## config.mk

```make
export PLATFORM = sky130hd
export DESIGN_NAME = rbx_engine
export DESIGN_NICKNAME = d
export VERILOG_FILES = /design/src/rtl/rbx_pkg.sv /design/src/rtl/rbx_ctrl.sv /design/src/rtl/rbx_dp.sv /design/src/rtl/rbx_engine.sv
export SDC_FILE = /design/constraint.sdc
export NUM_CORES = 1
export LEC_CHECK = 0
export CAP_MARGIN = 5
export CORE_ASPECT_RATIO = 0.9
export CORE_MARGIN = 3
export CORE_UTILIZATION = 41
export DETAILED_ROUTE_END_ITERATION = 6
export GPL_TIMING_DRIVEN = 0
export PLACE_DENSITY = 0.8
export RECOVER_POWER = 100
export SYNTH_ARGS = -nofsm -noshare
export SYNTH_HDL_FRONTEND = slang
export SYNTH_SLANG_ARGS = --single-unit
```

## constraint.sdc

```tcl
create_clock -name clk -period 2.3 [get_ports clk]
set_input_delay 0.69 -clock clk [delete_from_list [all_inputs] [get_ports clk]]
set_output_delay 0.69 -clock clk [all_outputs]
set_load 0.01 [all_outputs]
```

## src/rtl/rbx_pkg.sv

```systemverilog
package rbx_pkg;

  typedef enum logic [2:0] {
    ST_IDLE,
    ST_FETCH,
    ST_MWRITE,
    ST_MREAD,
    ST_STORE
  } xferState_t;

  // Strobes from control to datapath
  typedef struct packed {
    logic load;     // latch start values
    logic capRf;    // capture register RAM byte
    logic capMem;   // capture memory read byte
    logic advance;  // step pointer, index and count
  } dpStrobe_t;

endpackage

```

## src/rtl/rbx_ctrl.sv

```systemverilog
module rbx_ctrl
  import rbx_pkg::*;
(
  input  logic       clk,
  input  logic       rstN,
  input  logic       start,
  input  logic       dirToMem,
  input  logic       memAck,
  input  logic       lastByte,
  output dpStrobe_t  stb,
  output logic       busy,
  output logic       done,
  output logic       memReq,
  output logic       memWe,
  output logic       regWe
);

  xferState_t stateQ, stateD;
  logic       doneQ;
  logic       finish;

  always_comb begin
    stateD = stateQ;
    stb    = '0;
    finish = 1'b0;
    unique case (stateQ)
      ST_IDLE: begin
        if (start) begin
          stb.load = 1'b1;
          stateD   = dirToMem ? ST_FETCH : ST_MREAD;
        end
      end
      ST_FETCH: begin
        stb.capRf = 1'b1;
        stateD    = ST_MWRITE;
      end
      ST_MWRITE: begin
        if (memAck) begin
          stb.advance = 1'b1;
          if (lastByte) begin
            finish = 1'b1;
            stateD = ST_IDLE;
          end else begin
            stateD = ST_FETCH;
          end
        end
      end
      ST_MREAD: begin
        if (memAck) begin
          stb.capMem = 1'b1;
          stateD     = ST_STORE;
        end
      end
      ST_STORE: begin
        stb.advance = 1'b1;
        if (lastByte) begin
          finish = 1'b1;
          stateD = ST_IDLE;
        end else begin
          stateD = ST_MREAD;
        end
      end
      default: stateD = ST_IDLE;
    endcase
  end

  always_ff @(posedge clk) begin
    if (!rstN) begin
      stateQ <= ST_IDLE;
      doneQ  <= 1'b0;
    end else begin
      stateQ <= stateD;
      doneQ  <= finish;
    end
  end

  assign busy   = (stateQ != ST_IDLE);
  assign done   = doneQ;
  assign memReq = (stateQ == ST_MWRITE) || (stateQ == ST_MREAD);
  assign memWe  = (stateQ == ST_MWRITE);
  assign regWe  = (stateQ == ST_STORE);

  p_done_pulse_r7: assert property (@(posedge clk) disable iff (!rstN)
    done |=> !done);
  p_done_idle_r7: assert property (@(posedge clk) disable iff (!rstN)
    done |-> !busy);
  p_store_after_ack_r6: assert property (@(posedge clk) disable iff (!rstN)
    (memReq && !memWe && memAck) |=> regWe);
  p_store_no_req_r6: assert property (@(posedge clk) disable iff (!rstN)
    regWe |-> !memReq);
  p_no_load_busy_r8: assert property (@(posedge clk) disable iff (!rstN)
    busy |-> !stb.load);
  p_req_wait_r10: assert property (@(posedge clk) disable iff (!rstN)
    (memReq && !memAck) |=> (memReq && $stable(memWe)));

endmodule

```

## src/rtl/rbx_dp.sv

```systemverilog
module rbx_dp
  import rbx_pkg::*;
#(
  parameter int DATA_W = 8,
  parameter int PTR_W  = 8,
  parameter int IDX_W  = 8,
  parameter int ADDR_W = 10,
  parameter int CNT_W  = 8,
  parameter int RF_AW  = 6
) (
  input  logic              clk,
  input  logic              rstN,
  input  dpStrobe_t         stb,
  input  logic [PTR_W-1:0]  startPtr,
  input  logic [ADDR_W-1:0] startIdx,
  input  logic [CNT_W-1:0]  startCnt,
  input  logic [DATA_W-1:0] regRdata,
  input  logic [DATA_W-1:0] memRdata,
  output logic              lastByte,
  output logic [RF_AW-1:0]  regAddr,
  output logic [ADDR_W-1:0] memAddr,
  output logic [DATA_W-1:0] dataOut,
  output logic [PTR_W-1:0]  ptrOut,
  output logic [CNT_W-1:0]  cntOut
);

  localparam int PTR_STEP = 2;

  logic [PTR_W-1:0]  ptrQ;
  logic [ADDR_W-1:0] idxQ, idxNext;
  logic [CNT_W-1:0]  cntQ;
  logic [DATA_W-1:0] dataQ;

  // Index step: low byte wraps, bank bits above it are held
  generate
    if (ADDR_W > IDX_W) begin : g_bank
      assign idxNext = {idxQ[ADDR_W-1:IDX_W], IDX_W'(idxQ[IDX_W-1:0] + 1'b1)};
    end else begin : g_flat
      assign idxNext = IDX_W'(idxQ[IDX_W-1:0] + 1'b1);
    end
  endgenerate

  always_ff @(posedge clk) begin
    if (!rstN) begin
      ptrQ  <= '0;
      idxQ  <= '0;
      cntQ  <= '0;
      dataQ <= '0;
    end else begin
      if (stb.load) begin
        ptrQ <= startPtr;
        idxQ <= startIdx;
        cntQ <= startCnt;
      end else if (stb.advance) begin
        ptrQ <= PTR_W'(ptrQ + PTR_W'(PTR_STEP));
        idxQ <= idxNext;
        cntQ <= CNT_W'(cntQ - 1'b1);
      end
      if (stb.capRf) begin
        dataQ <= regRdata;
      end else if (stb.capMem) begin
        dataQ <= memRdata;
      end
    end
  end

  // Count tested after the step: only a count of one ends the run
  assign lastByte = (cntQ == CNT_W'(1));
  assign regAddr  = ptrQ[RF_AW:1];
  assign memAddr  = idxQ;
  assign dataOut  = dataQ;
  assign ptrOut   = ptrQ;
  assign cntOut   = cntQ;

  p_ptr_step_r2: assert property (@(posedge clk) disable iff (!rstN)
    stb.advance |=> (ptrQ == PTR_W'($past(ptrQ) + 2)));
  p_idx_step_r3: assert property (@(posedge clk) disable iff (!rstN)
    stb.advance |=> (idxQ[IDX_W-1:0] == IDX_W'($past(idxQ[IDX_W-1:0]) + 1)));
  p_cnt_step_r4: assert property (@(posedge clk) disable iff (!rstN)
    stb.advance |=> (cntQ == CNT_W'($past(cntQ) - 1)));

  generate
    if (ADDR_W > IDX_W) begin : g_bank_chk
      p_bank_hold_r3: assert property (@(posedge clk) disable iff (!rstN)
        stb.advance |=> $stable(idxQ[ADDR_W-1:IDX_W]));
    end
  endgenerate

endmodule

```

## src/rtl/rbx_engine.sv

```systemverilog
module rbx_engine
  import rbx_pkg::*;
#(
  parameter int DATA_W = 8,
  parameter int PTR_W  = 8,
  parameter int IDX_W  = 8,
  parameter int ADDR_W = 10,
  parameter int CNT_W  = 8,
  parameter int RF_AW  = 6
) (
  input  logic              clk,
  input  logic              rstN,
  input  logic              start,
  input  logic              dirToMem,
  input  logic [PTR_W-1:0]  startPtr,
  input  logic [ADDR_W-1:0] startIdx,
  input  logic [CNT_W-1:0]  startCnt,
  output logic              busy,
  output logic              done,
  output logic              memReq,
  output logic              memWe,
  output logic [ADDR_W-1:0] memAddr,
  output logic [DATA_W-1:0] memWdata,
  input  logic              memAck,
  input  logic [DATA_W-1:0] memRdata,
  output logic [RF_AW-1:0]  regAddr,
  output logic              regWe,
  output logic [DATA_W-1:0] regWdata,
  input  logic [DATA_W-1:0] regRdata,
  output logic [PTR_W-1:0]  finPtr,
  output logic [ADDR_W-1:0] finIdx,
  output logic [CNT_W-1:0]  finCnt
);

  dpStrobe_t         stb;
  logic              lastByte;
  logic [DATA_W-1:0] dataOut;

  rbx_ctrl u_ctrl (
    .clk      (clk),
    .rstN     (rstN),
    .start    (start),
    .dirToMem (dirToMem),
    .memAck   (memAck),
    .lastByte (lastByte),
    .stb      (stb),
    .busy     (busy),
    .done     (done),
    .memReq   (memReq),
    .memWe    (memWe),
    .regWe    (regWe)
  );

  rbx_dp #(
    .DATA_W (DATA_W),
    .PTR_W  (PTR_W),
    .IDX_W  (IDX_W),
    .ADDR_W (ADDR_W),
    .CNT_W  (CNT_W),
    .RF_AW  (RF_AW)
  ) u_dp (
    .clk      (clk),
    .rstN     (rstN),
    .stb      (stb),
    .startPtr (startPtr),
    .startIdx (startIdx),
    .startCnt (startCnt),
    .regRdata (regRdata),
    .memRdata (memRdata),
    .lastByte (lastByte),
    .regAddr  (regAddr),
    .memAddr  (memAddr),
    .dataOut  (dataOut),
    .ptrOut   (finPtr),
    .cntOut   (finCnt)
  );

  assign memWdata = dataOut;
  assign regWdata = dataOut;
  assign finIdx   = memAddr;

  p_fin_zero_r9: assert property (@(posedge clk) disable iff (!rstN)
    done |-> (finCnt == '0));
  p_addr_hold_r10: assert property (@(posedge clk) disable iff (!rstN)
    (memReq && !memAck) |=> ($stable(memAddr) && $stable(memWdata)));

endmodule

```

==> flow_metrics.py <==
metrics = {
    "detailed_routing": {
        "wl_met1_microns": 3034,
        "wl_met2_microns": 3577,
        "wl_per_cell_microns": 16.12,
        "vias": 2359,
        "dr.pass1.iters": 4,
        "ant_nets": 0,
        "route.met3.wl_microns": 410,
        "highest_layer": "met4",
        "routed_wirelength_microns": 7108,
        "drtIter0Drc": 115,
        "viasPerCell": 5.349,
        "drc": 0,
    },
    "timing": {
        "worst_pin_slew_ns": 0.6752,
        "rsz0062_at_grt": "false",
        "relSlewSlack_pct": 54.99,
        "period_share_pct": 96.72,
        "hold-worst-slack_ns": 0.4695,
        "fmax_mhz": 449.5,
        "finalSetupViolCount": 0,
        "maxSlewViolCount": 0,
        "hold_viol_final": 0,
        "clock-skew-final_ns": 0.007746,
        "fin_crit_ns": 2.225,
        "tns_ns": 0,
    },
    "min_path": {
        "min_to": "u_dp.ptrOut[0]$_SDFFE_PN0P_",
        "hp-start": "u_dp.ptrOut[0]$_SDFFE_PN0P_",
        "hold_depth": 2,
        "hold_path_class": "flop to flop",
    },
    "floorplan": {
        "core-area_sq_um": 5045,
        "io_pins": 110,
        "die_w_microns": 83.71,
        "initial_core_util_pct": 44.17,
        "rows": 24,
        "die_h_microns": 75.94,
        "fp.dieArea_sq_um": 6357,
    },
    "yosys": {
        "ys.flop_type": "dfxtp_1",
        "syn_area_sq_um": 2228,
        "yosysSeqAreaShare_pct": 34.14,
        "yosysUniqueCellTypes": 49,
        "synth_edf_count": 0,
        "postSynth.asyncResetShare_pct": 0,
        "synth-seq-cells": 38,
        "syn-num-nets": 307,
        "syn_avg_cell_area_sq_um": 8.705,
        "synth_warnings": 0,
        "synthCells": 256,
    },
    "critical_path": {
        "rrSetupSlack_ns": 0.47,
        "rr_worst_depth": 4,
        "start_kind": "primary input",
        "path_class": "primary input to flop",
        "crit_path_end_kind": "flop",
        "critPathMaxStageDelay_ns": 0.61,
        "reg2reg_from": "u_dp.cntOut[2]$_SDFFE_PN0P_",
        "cp_data_required_time_ns": 2.47,
        "worstReg2RegEnd": "u_ctrl.stateQ[0]$_SDFFE_PN0P_",
        "critPathMaxFanout": 10,
        "crit_chain": "clkdlybuf4s50_1 > or4b_1 > clkbuf_4 > o21ai_0 > a31oi_1",
        "arrival_ns": 2.39,
        "slowest_stage": "or4b_1",
    },
    "cells_and_area": {
        "nets": 426,
        "seq_area_sq_um": 760.7,
        "finish.utilization_pct": 69.97,
        "drive_gt1_share_pct": 15.69,
        "antenna_cells": 0,
        "area.growth.synth_to_final_pct": 58.39,
        "multi_input_area_sq_um": 1179,
        "nFillCells": 434,
    },
    "placed_design": {
        "gp_congestion": 0.8243,
        "hpwl_microns": 5391,
        "io_buffers": 109,
    },
    "global_routing": {
        "grt_usage_pct": 21.93,
        "grt_first_pass_wirelength_microns": 11340,
        "grt_max_degree": 12,
        "grt_overflow": 0,
        "grt_pass1_vias": 2184,
        "antenna_found_initial": 0,
    },
    "cts": {
        "clk_pin_slew_ns": 0.08,
        "clock-sinks": 38,
        "cts_tree": "yes",
        "clock_path_buffers": 2,
        "clock_latency_ns": 0.29,
        "cts-root-buf": "clkbuf_8",
        "numCtsBuffers": 5,
        "h-tree-depth": 2,
    },
    "power_and_ir_drop": {
        "powerDensity_nw_per_um2": 700.5,
        "p_leak_nw": 1.579,
        "peakVddDrop_v": 0.0004069,
    },
    "run_status": {
        "status": "completed",
    },
    "job": {
        "cap_violations": 0,
    },
}
cell usage in the layout, fill, tap and decap left out, types with 4 or more instances in the layout:
master / netlist / routed
ha_1: 4 / 4
a211oi_1: 14 / 14
xnor2_1: 4 / 4
clkbuf_1: 7 / 6
dlygate4sd3_1: 0 / 59
nor3_1: 8 / 8
buf_4: 25 / 28
clkbuf_2: 0 / 4
clkdlybuf4s50_1: 0 / 46
a311oi_1: 4 / 4
clkbuf_8: 0 / 6
inv_1: 6 / 6
a21oi_1: 10 / 10
o21ai_1: 1 / 4
o21ai_0: 22 / 19
and3_1: 6 / 6
mux2i_1: 10 / 10
nor2_1: 15 / 15
nand3_1: 4 / 4
dfxtp_1: 38 / 38
o21a_1: 5 / 5
a31oi_1: 6 / 6
nand2_1: 19 / 19
synthesized netlist by cell type, types with 4 or more instances:
cell	number	area share [%]
a31oi_1	6	1.7
nand3_1	4	0.90
buf_4	25	8.4
mux2i_1	10	4.5
a21oi_1	10	2.2
nand2_1	19	3.2
buf_2	5	1.1
ha_1	4	2.2
nor2_1	15	2.5
xnor2_1	4	1.6
dfxtp_1	38	34
nor3_1	8	1.8
o21ai_0	22	4.9
o21a_1	5	1.7
a311oi_1	4	1.6
inv_1	6	1.0
a211oi_1	14	4.7
and3_1	6	1.7
clkbuf_1	7	1.2
stage by stage:
step	power, W	cells	cell area [sq um]	worst slack [ns]
after CTS	0.002535	438	3501	0.003606
final	0.002472	441	3530	0.07547
after global placement	0.002028	430	3401	-0.3028
after detailed placement	0.002053	430	3401	-0.3722
after global routing	0.002613	441	3530	0.0001381
after floorplan	0.001483	256	2228	0.5294
final cells by class:
type	count	share of cell area (%)
multi-input combinational	171	33.39
timing repair buffer	113	31.66
clock inverter	1	0.1418
inverter	6	0.6381
sequential	38	21.55
clock buffer	7	2.446
buffer	40	7.870
tap	65	2.304
sequential cells by signal (all words and copies together), names as in the netlist:
name and flops:
u_ctrl.done 1, u_dp.memAddr 10, u_dp.dataOut 8, u_ctrl.stateQ 3
u_dp.ptrOut 8, u_dp.cntOut 8
cells by family (layout without fill, tap and decap cells):
logic type               count (synthesis)  after routing  synth area share, %
buffers and inverters                   47            167                13.42
multiplexers                            10             10                4.492
flip-flops                              38             38                34.14
AO/OA/AOI/OAI                           76             76                23.36
adder cells (fa/ha/maj)                  4              4                2.246
XOR/XNOR                                 4              4                1.572
AND/OR/NAND/NOR                         77             77                20.78
report_power, final:
part | total [W] | internal (W) | switching [W]
sequential | 0.000885 | 0.000768 | 0.000118
clock | 0.000482 | 0.000242 | 0.000240
combinational | 0.00111 | 0.000600 | 0.000505
total | 0.00247 | 0.00161 | 0.000863
worst max path at each step:
stage          startpoint                           end  slack [ns]  depth (start not counted)
4_1_cts             start   u_dp.ptrOut[4]$_SDFFE_PN0P_       0.004                          5
5_1_grt            memAck   u_dp.cntOut[3]$_SDFFE_PN0P_      0.0001                          5
6_report            start  u_dp.memAddr[1]$_SDFFE_PN0P_        0.08                          5
2_1_floorplan       start  u_dp.memAddr[3]$_SDFFE_PN0P_        0.53                          5
3_3_place_gp        start  u_dp.memAddr[3]$_SDFFE_PN0P_       -0.30                          6
3_5_place_dp        start   u_dp.cntOut[4]$_SDFFE_PN0P_       -0.37                          6
timing repair:
action,CTS,global route
pin swaps,0,1
setup endpoints to repair,10,22
hold buffers,0,0
setup buffers,0,4
gates resized for setup,8,11
worst max-delay path: cells and delay by family:
family	cells	cell delay, ns
compound gates	2	0.28
buf+inv	2	0.81
simple gates	1	0.61
layer usage:
layer / vias up / GRT usage (%)
met5: - / 0
met4: 0 / 6.270
met3: 10 / 2.928
met2: 72 / 37.68
met1: 1123 / 28.66
li1: 1154 / -
(Power assumes the default switching activity.)
